===== src/rtl/tmr_irq_pkg.sv =====
package tmr_irq_pkg;

    localparam int          CODE_W     = 4;
    localparam int          MAX_SHARED = 6;
    localparam logic [3:0]  CODE_NONE  = 4'd0;
    localparam logic [3:0]  CODE_OVF   = 4'd14;

    // Result of the priority search over shared sources.
    typedef struct packed {
        logic              hit;
        logic [CODE_W-1:0] code;
    } vec_sel_t;

    // Code for shared source index idx out of nsrc sources.
    // The last index is always the overflow source.
    function automatic logic [CODE_W-1:0] src_code(input int idx, input int nsrc);
        if (idx == nsrc - 1)
            return CODE_OVF;
        return CODE_W'(2 * (idx + 1));
    endfunction

endpackage


===== src/rtl/tmr_flag_cell.sv =====
module tmr_flag_cell (
    input  logic clk,
    input  logic rst,
    input  logic set_i,
    input  logic clr_i,
    input  logic en_i,
    output logic flag_q,
    output logic flag_d,
    output logic pend_o,
    output logic pend_d
);
    // A set pulse always beats a clear in the same cycle.
    always_comb begin
        flag_d = set_i | (flag_q & ~clr_i);
    end

    always_ff @(posedge clk) begin
        if (rst)
            flag_q <= 1'b0;
        else
            flag_q <= flag_d;
    end

    assign pend_o = flag_q & en_i;
    assign pend_d = flag_d & en_i;

    assert_set_wins_R9: assert property (@(posedge clk) disable iff (rst)
        set_i |=> flag_q)
        else $error("flag lost a set pulse");

    assert_clear_R7: assert property (@(posedge clk) disable iff (rst)
        (clr_i && !set_i) |=> !flag_q)
        else $error("flag not cleared");

    assert_hold_R7: assert property (@(posedge clk) disable iff (rst)
        (!clr_i && !set_i) |=> $stable(flag_q))
        else $error("flag changed without cause");

endmodule


===== src/rtl/tmr_prio_enc.sv =====
module tmr_prio_enc
    import tmr_irq_pkg::*;
#(
    parameter int NSRC = 5
) (
    input  logic [NSRC-1:0] pend_i,
    output vec_sel_t        sel_o
);
    // Scan from lowest priority to highest so the lowest index wins.
    always_comb begin
        sel_o.hit  = 1'b0;
        sel_o.code = CODE_NONE;
        for (int i = NSRC - 1; i >= 0; i--) begin
            if (pend_i[i]) begin
                sel_o.hit  = 1'b1;
                sel_o.code = src_code(i, NSRC);
            end
        end
    end

endmodule


===== src/rtl/tmr_clr_decode.sv =====
module tmr_clr_decode
    import tmr_irq_pkg::*;
#(
    parameter int NSRC = 5
) (
    input  logic              rd_i,
    input  logic [CODE_W-1:0] code_i,
    output logic [NSRC-1:0]   clr_o
);
    // Code 0 matches no source, so an empty read clears nothing.
    for (genvar g = 0; g < NSRC; g++) begin : g_dec
        assign clr_o[g] = rd_i && (code_i == src_code(g, NSRC));
    end

    assert_clr_onehot_R7: assert final ($onehot0(clr_o))
        else $error("more than one flag cleared by one read");

endmodule


===== src/rtl/timer_irq_vector.sv =====
module timer_irq_vector
    import tmr_irq_pkg::*;
#(
    parameter int NUM_SHARED = 4
) (
    input  logic                  clk,
    input  logic                  rst,
    input  logic                  ch0_set,
    input  logic                  ch0_en,
    input  logic                  ch0_ack,
    input  logic [NUM_SHARED-1:0] shr_set,
    input  logic [NUM_SHARED-1:0] shr_en,
    input  logic                  ovf_set,
    input  logic                  ovf_en,
    input  logic                  vec_rd,
    output logic                  ch0_irq,
    output logic                  shr_irq,
    output logic [3:0]            vec_code
);
    localparam int NSRC = NUM_SHARED + 1;

    if (NUM_SHARED < 1 || NUM_SHARED > MAX_SHARED) begin : g_bad_cfg
        $error("NUM_SHARED out of range");
    end

    // ---------------- channel 0: private line ----------------
    logic ch0_flag_q, ch0_flag_d, ch0_pend, ch0_pend_d;

    tmr_flag_cell u_ch0 (
        .clk    (clk),
        .rst    (rst),
        .set_i  (ch0_set),
        .clr_i  (ch0_ack),
        .en_i   (ch0_en),
        .flag_q (ch0_flag_q),
        .flag_d (ch0_flag_d),
        .pend_o (ch0_pend),
        .pend_d (ch0_pend_d)
    );

    assign ch0_irq = ch0_pend;

    // ---------------- shared sources ----------------
    logic [NSRC-1:0] src_set, src_en, src_clr;
    logic [NSRC-1:0] flag_q, flag_d, pend, pend_d;

    assign src_set = {ovf_set, shr_set};
    assign src_en  = {ovf_en,  shr_en};

    for (genvar g = 0; g < NSRC; g++) begin : g_src
        tmr_flag_cell u_cell (
            .clk    (clk),
            .rst    (rst),
            .set_i  (src_set[g]),
            .clr_i  (src_clr[g]),
            .en_i   (src_en[g]),
            .flag_q (flag_q[g]),
            .flag_d (flag_d[g]),
            .pend_o (pend[g]),
            .pend_d (pend_d[g])
        );
    end

    assign shr_irq = |pend;

    // The vector register follows the flags as they stand after this edge.
    vec_sel_t sel_next;
    logic [CODE_W-1:0] vec_q;

    tmr_prio_enc #(.NSRC(NSRC)) u_enc (
        .pend_i (pend_d),
        .sel_o  (sel_next)
    );

    always_ff @(posedge clk) begin
        if (rst)
            vec_q <= CODE_NONE;
        else
            vec_q <= sel_next.hit ? sel_next.code : CODE_NONE;
    end

    assign vec_code = vec_q;

    // A read clears the source named by the value the reader sees.
    tmr_clr_decode #(.NSRC(NSRC)) u_dec (
        .rd_i   (vec_rd),
        .code_i (vec_q),
        .clr_o  (src_clr)
    );

    // ---------------- assertions ----------------
    assert_vec_even_R5: assert property (@(posedge clk) disable iff (rst)
        vec_code[0] == 1'b0)
        else $error("odd vector code");

    assert_vec_legal_R5: assert property (@(posedge clk) disable iff (rst)
        (vec_code == CODE_OVF) || (int'(vec_code) <= 2 * NUM_SHARED))
        else $error("vector code names no source");

    assert_ch0_ack_R2: assert property (@(posedge clk) disable iff (rst)
        (ch0_ack && !ch0_set) |=> !ch0_irq)
        else $error("channel 0 request survived acknowledge");

    assert_reset_R10: assert property (@(posedge clk)
        rst |=> (vec_code == CODE_NONE && !ch0_irq && !shr_irq))
        else $error("outputs not cleared by reset");

endmodule


===== config.mk =====
export PLATFORM = sky130hd
export DESIGN_NAME = timer_irq_vector
export DESIGN_NICKNAME = d
export VERILOG_FILES = /design/src/rtl/tmr_irq_pkg.sv /design/src/rtl/tmr_flag_cell.sv /design/src/rtl/tmr_prio_enc.sv /design/src/rtl/tmr_clr_decode.sv /design/src/rtl/timer_irq_vector.sv
export SDC_FILE = /design/constraint.sdc
export NUM_CORES = 1
export LEC_CHECK = 0
export ABC_AREA = 1
export BUFFER_PORTS_ARGS = -buffer_cell sky130_fd_sc_hd__buf_4
export CAP_MARGIN = 0
export CORE_AREA = 10 10 47 49
export DETAILED_ROUTE_END_ITERATION = 10
export DIE_AREA = 0 0 57 59
export GPL_TIMING_DRIVEN = 0
export PLACE_DENSITY = 0.64
export SLEW_MARGIN = 20
export SYNTH_ARGS = -nofsm -noshare
export SYNTH_HDL_FRONTEND = slang
export SYNTH_SLANG_ARGS = --single-unit

===== constraint.sdc =====
create_clock -name clk -period 2.22 [get_ports clk]
set_input_delay 0.222 -clock clk [delete_from_list [all_inputs] [get_ports clk]]
set_output_delay 0.222 -clock clk [all_outputs]
set_load 0.01 [all_outputs]

==> results.md <==
* Largest net degree at the start of global routing at 8
* Unrepaired setup endpoints after global routing: false
* Fin area at 684.4 um2
* Layout cell share with drive strength beyond 1 at 30.39%
* DR vias/cell at 4.356
* Hold path cells at 3
* Comb power frac at 24.1%
* Vias post-DR at around 510
* Synth top area cells: dfxtp_1 37%, nand2_1 22%, inv_1 11%, a21oi_1 7.2%, nand2_2 5.1%
* Final worst-path cycle share at 60.45%
* Number of max-cap violations at 0
* Antenna cells at 0
* Port Buf Inserts at 20
* Syn-to-layout area delta at 40.26%
* Switching power total at 0.0001135 W
* Mapped Cells at 78
* CTS tree: yes
* Most used cell, CP: nand2_1
* Synth warn at 0
* Register area share after synthesis at 36.92%
* Flop2flop setup slack at 1.00 ns
* DR pass1 iterations at 4
* Reg-to-reg startpoint: vec_code[1]
* Worst EP arrival at 1.12 ns
* Hold-fix buffers at CTS at 0
* Number of global-route vias before repair at 528
* Die Width at 57 um
* # setup viols final at 0
* RR Endpoint: vec_code[1]
* Hold Vio Cnt, Final at 0
* Crit. End Element: output port
* Worst-skew pair later-pin latency at between 0.2 and 0.3 ns
* Clk root buf: clkbuf_4
* FF+latch count, synth at 9
* Core area at 1401 um2
* Hold Crit Start: ch0_set
* Post-synth top area cell: dfxtp_1
* Worst setup path category: flop to output port
* # rows at 14
* Remaining DRCs at 0
* Initial antenna violation count at 0
* Outcome: completed
* Pwr/cell area at 593.0 nW/um2
* R2r worst-path depth at 9
* Post-CTS Setup Inserts at 0
* CP max stage delay at 0.31 ns
* Critical Path, Cell by Cell: nand2_1 -> nand2_1 -> a221oi_1 -> nand2_1 -> buf_4
* Fillers at 155
* TNS Setup at 0 ns
* First-pass GRT wire length at 2173 um
* Netlist Area Pre-Place at 488.0 um2
* Final GP Congestion at 0.8086
* Clock power share at 30.5%
* Post-synth cell types at 13
* Startpoint types: flop
* CP Max Fanout at 2
* Resized Gates After CTS at 0
* Die height at 59 um
* CTS clk-pin slew, worst paths at approximately 0.060 ns
* Global route overflow at 0
* Gr usage total at 7.679%
* Hpwl dp at 1035 um
* Clk buf depth at 2
* Placed inst area at 658.1 um2
* Final net count at 119
* Min-delay worst type: primary input to flop
* Post-synthesis area per instance at between 6 and 7 um2
* Maximum vdd ir drop at 0.3496 mV
* Initial Util at 34.82%
* Endpoint, Worst Hold: u_ch0.flag_q
* Max-slew violations at 0
* Crit path time final at ~1.3 ns
* CP max stage cell: dfxtp_1
* Drt wl/cell at 10.00 um
* Clk sink count at 9
* Max Fclk at 745.2 MHz
* Synth top area share at 36.92%
* Worst EP required at 2.00 ns
* Number of buffers created by CTS at 3
* Internal power at 0.0002923 W
* DRT iter0 DRCs at 8
* CTS H-Tree Depth at 1
* Die footprint at 3363 um2
* Antenna violation net count after detailed routing at 0
* P_leak at just under 0.4 nW
* Top Ports at 22
* Reg power frac at a little under half
* Sw Ratio at 27.97%
* Final Skew at 0.007726 ns
* WL final at 1180 um
* Syn nets at 94
[worst max path at each step]
stage                            from     endpoint  cells after the start
6_report       g_src[1].u_cell.flag_q      shr_irq                      5
5_1_grt        g_src[0].u_cell.flag_q      shr_irq                      5
4_1_cts        g_src[1].u_cell.flag_q      shr_irq                      5
3_5_place_dp              vec_code[1]  vec_code[1]                      9
3_3_place_gp              vec_code[1]  vec_code[1]                      9
2_1_floorplan             vec_code[1]  vec_code[1]                      9
[final cells by class]
class,count,area (um2),share of cell area [%]
multi-input combinational,54,247.7,36.20
sequential,9,180.2,26.33
timing repair buffer,20,150.1,21.94
inverter,14,52.55,7.678
clock buffer,4,26.28,3.839
tap,16,20.02,2.925
buffer,1,7.507,1.097
[placed cells by master, fill, tap and decap left out, types with 2 or more instances in the layout]
cell      netlist  final
o21ai_2         2      2
inv_1          14     14
o21ai_1         3      3
clkbuf_4        0      3
dfxtp_1         9      9
buf_4           1     21
nand2_2         4      4
a21oi_1         7      7
nor2_1          5      5
nand2_1        29     29
[state kept, by name (all words and copies together) (netlist names)]
signal               count
g_src.u_cell.flag_q      5
u_ch0.flag_q             1
vec_code                 3
[Yosys cell counts (all sizes together)]
| cell | number |
|---|---|
| o21ai | 5 |
| nor2 | 5 |
| inv | 14 |
| buf | 1 |
| a21oi | 7 |
| a221oi | 1 |
| dfxtp | 9 |
| nand2 | 33 |
| conb | 1 |
| nand3 | 2 |
[metal layers]
layer / track usage, % / routed length, um / part of all wire, %
met1: 8.403 / 476 / 40
met2: 12.87 / 614 / 52
met3: 3.219 / 89 / 7.5
met4: 3.020 / 0 / 0
met5: 0 / 0 / 0
[cells by family (layout without fill, tap and decap cells)]
family | Yosys count | count (layout) | synth area share [%]
simple gates | 40 | 40 | 34.36
buf+inv | 15 | 39 | 12.31
compound gates | 13 | 13 | 15.64
flops | 9 | 9 | 36.92
other cells | 1 | 1 | 0.7685
[power groups by stage]
stage          combinational (W)  clock (W)  sequential (W)
4_1_cts                0.0000996   0.000130        0.000184
3_3_place_gp           0.0000981          0        0.000188
5_1_grt                 0.000115   0.000136        0.000186
6_report               0.0000980   0.000124        0.000184
3_5_place_dp           0.0000993          0        0.000188
2_1_floorplan          0.0000526          0        0.000188
[worst max-delay path, delay by kind of cell, from the launching register on]
family / cells / cell delay, ns
buffers and inverters: 1 / 0.15
AND/OR/NAND/NOR: 3 / 0.21
flip-flops: 1 / 0.31
AO/OA/AOI/OAI: 1 / 0.22
[per-stage QoR]
stage / utilization, % / worst slack [ns] / total power (W) / hold WS, ns / instances
2_1_floorplan: - / 1.058 / 0.0002408 / 0.2911 / 78
4_1_cts: 48.84 / 0.8451 / 0.0004143 / 0.1688 / 118
6_report: 48.84 / 0.8780 / 0.0004058 / 0.1783 / 118
3_3_place_gp: 46.96 / 1.016 / 0.0002859 / 0.4276 / 114
3_5_place_dp: 46.96 / 0.9989 / 0.0002873 / 0.4334 / 114
5_1_grt: 48.84 / 0.7610 / 0.0004367 / 0.1812 / 118
(Power assumes the default switching activity.)
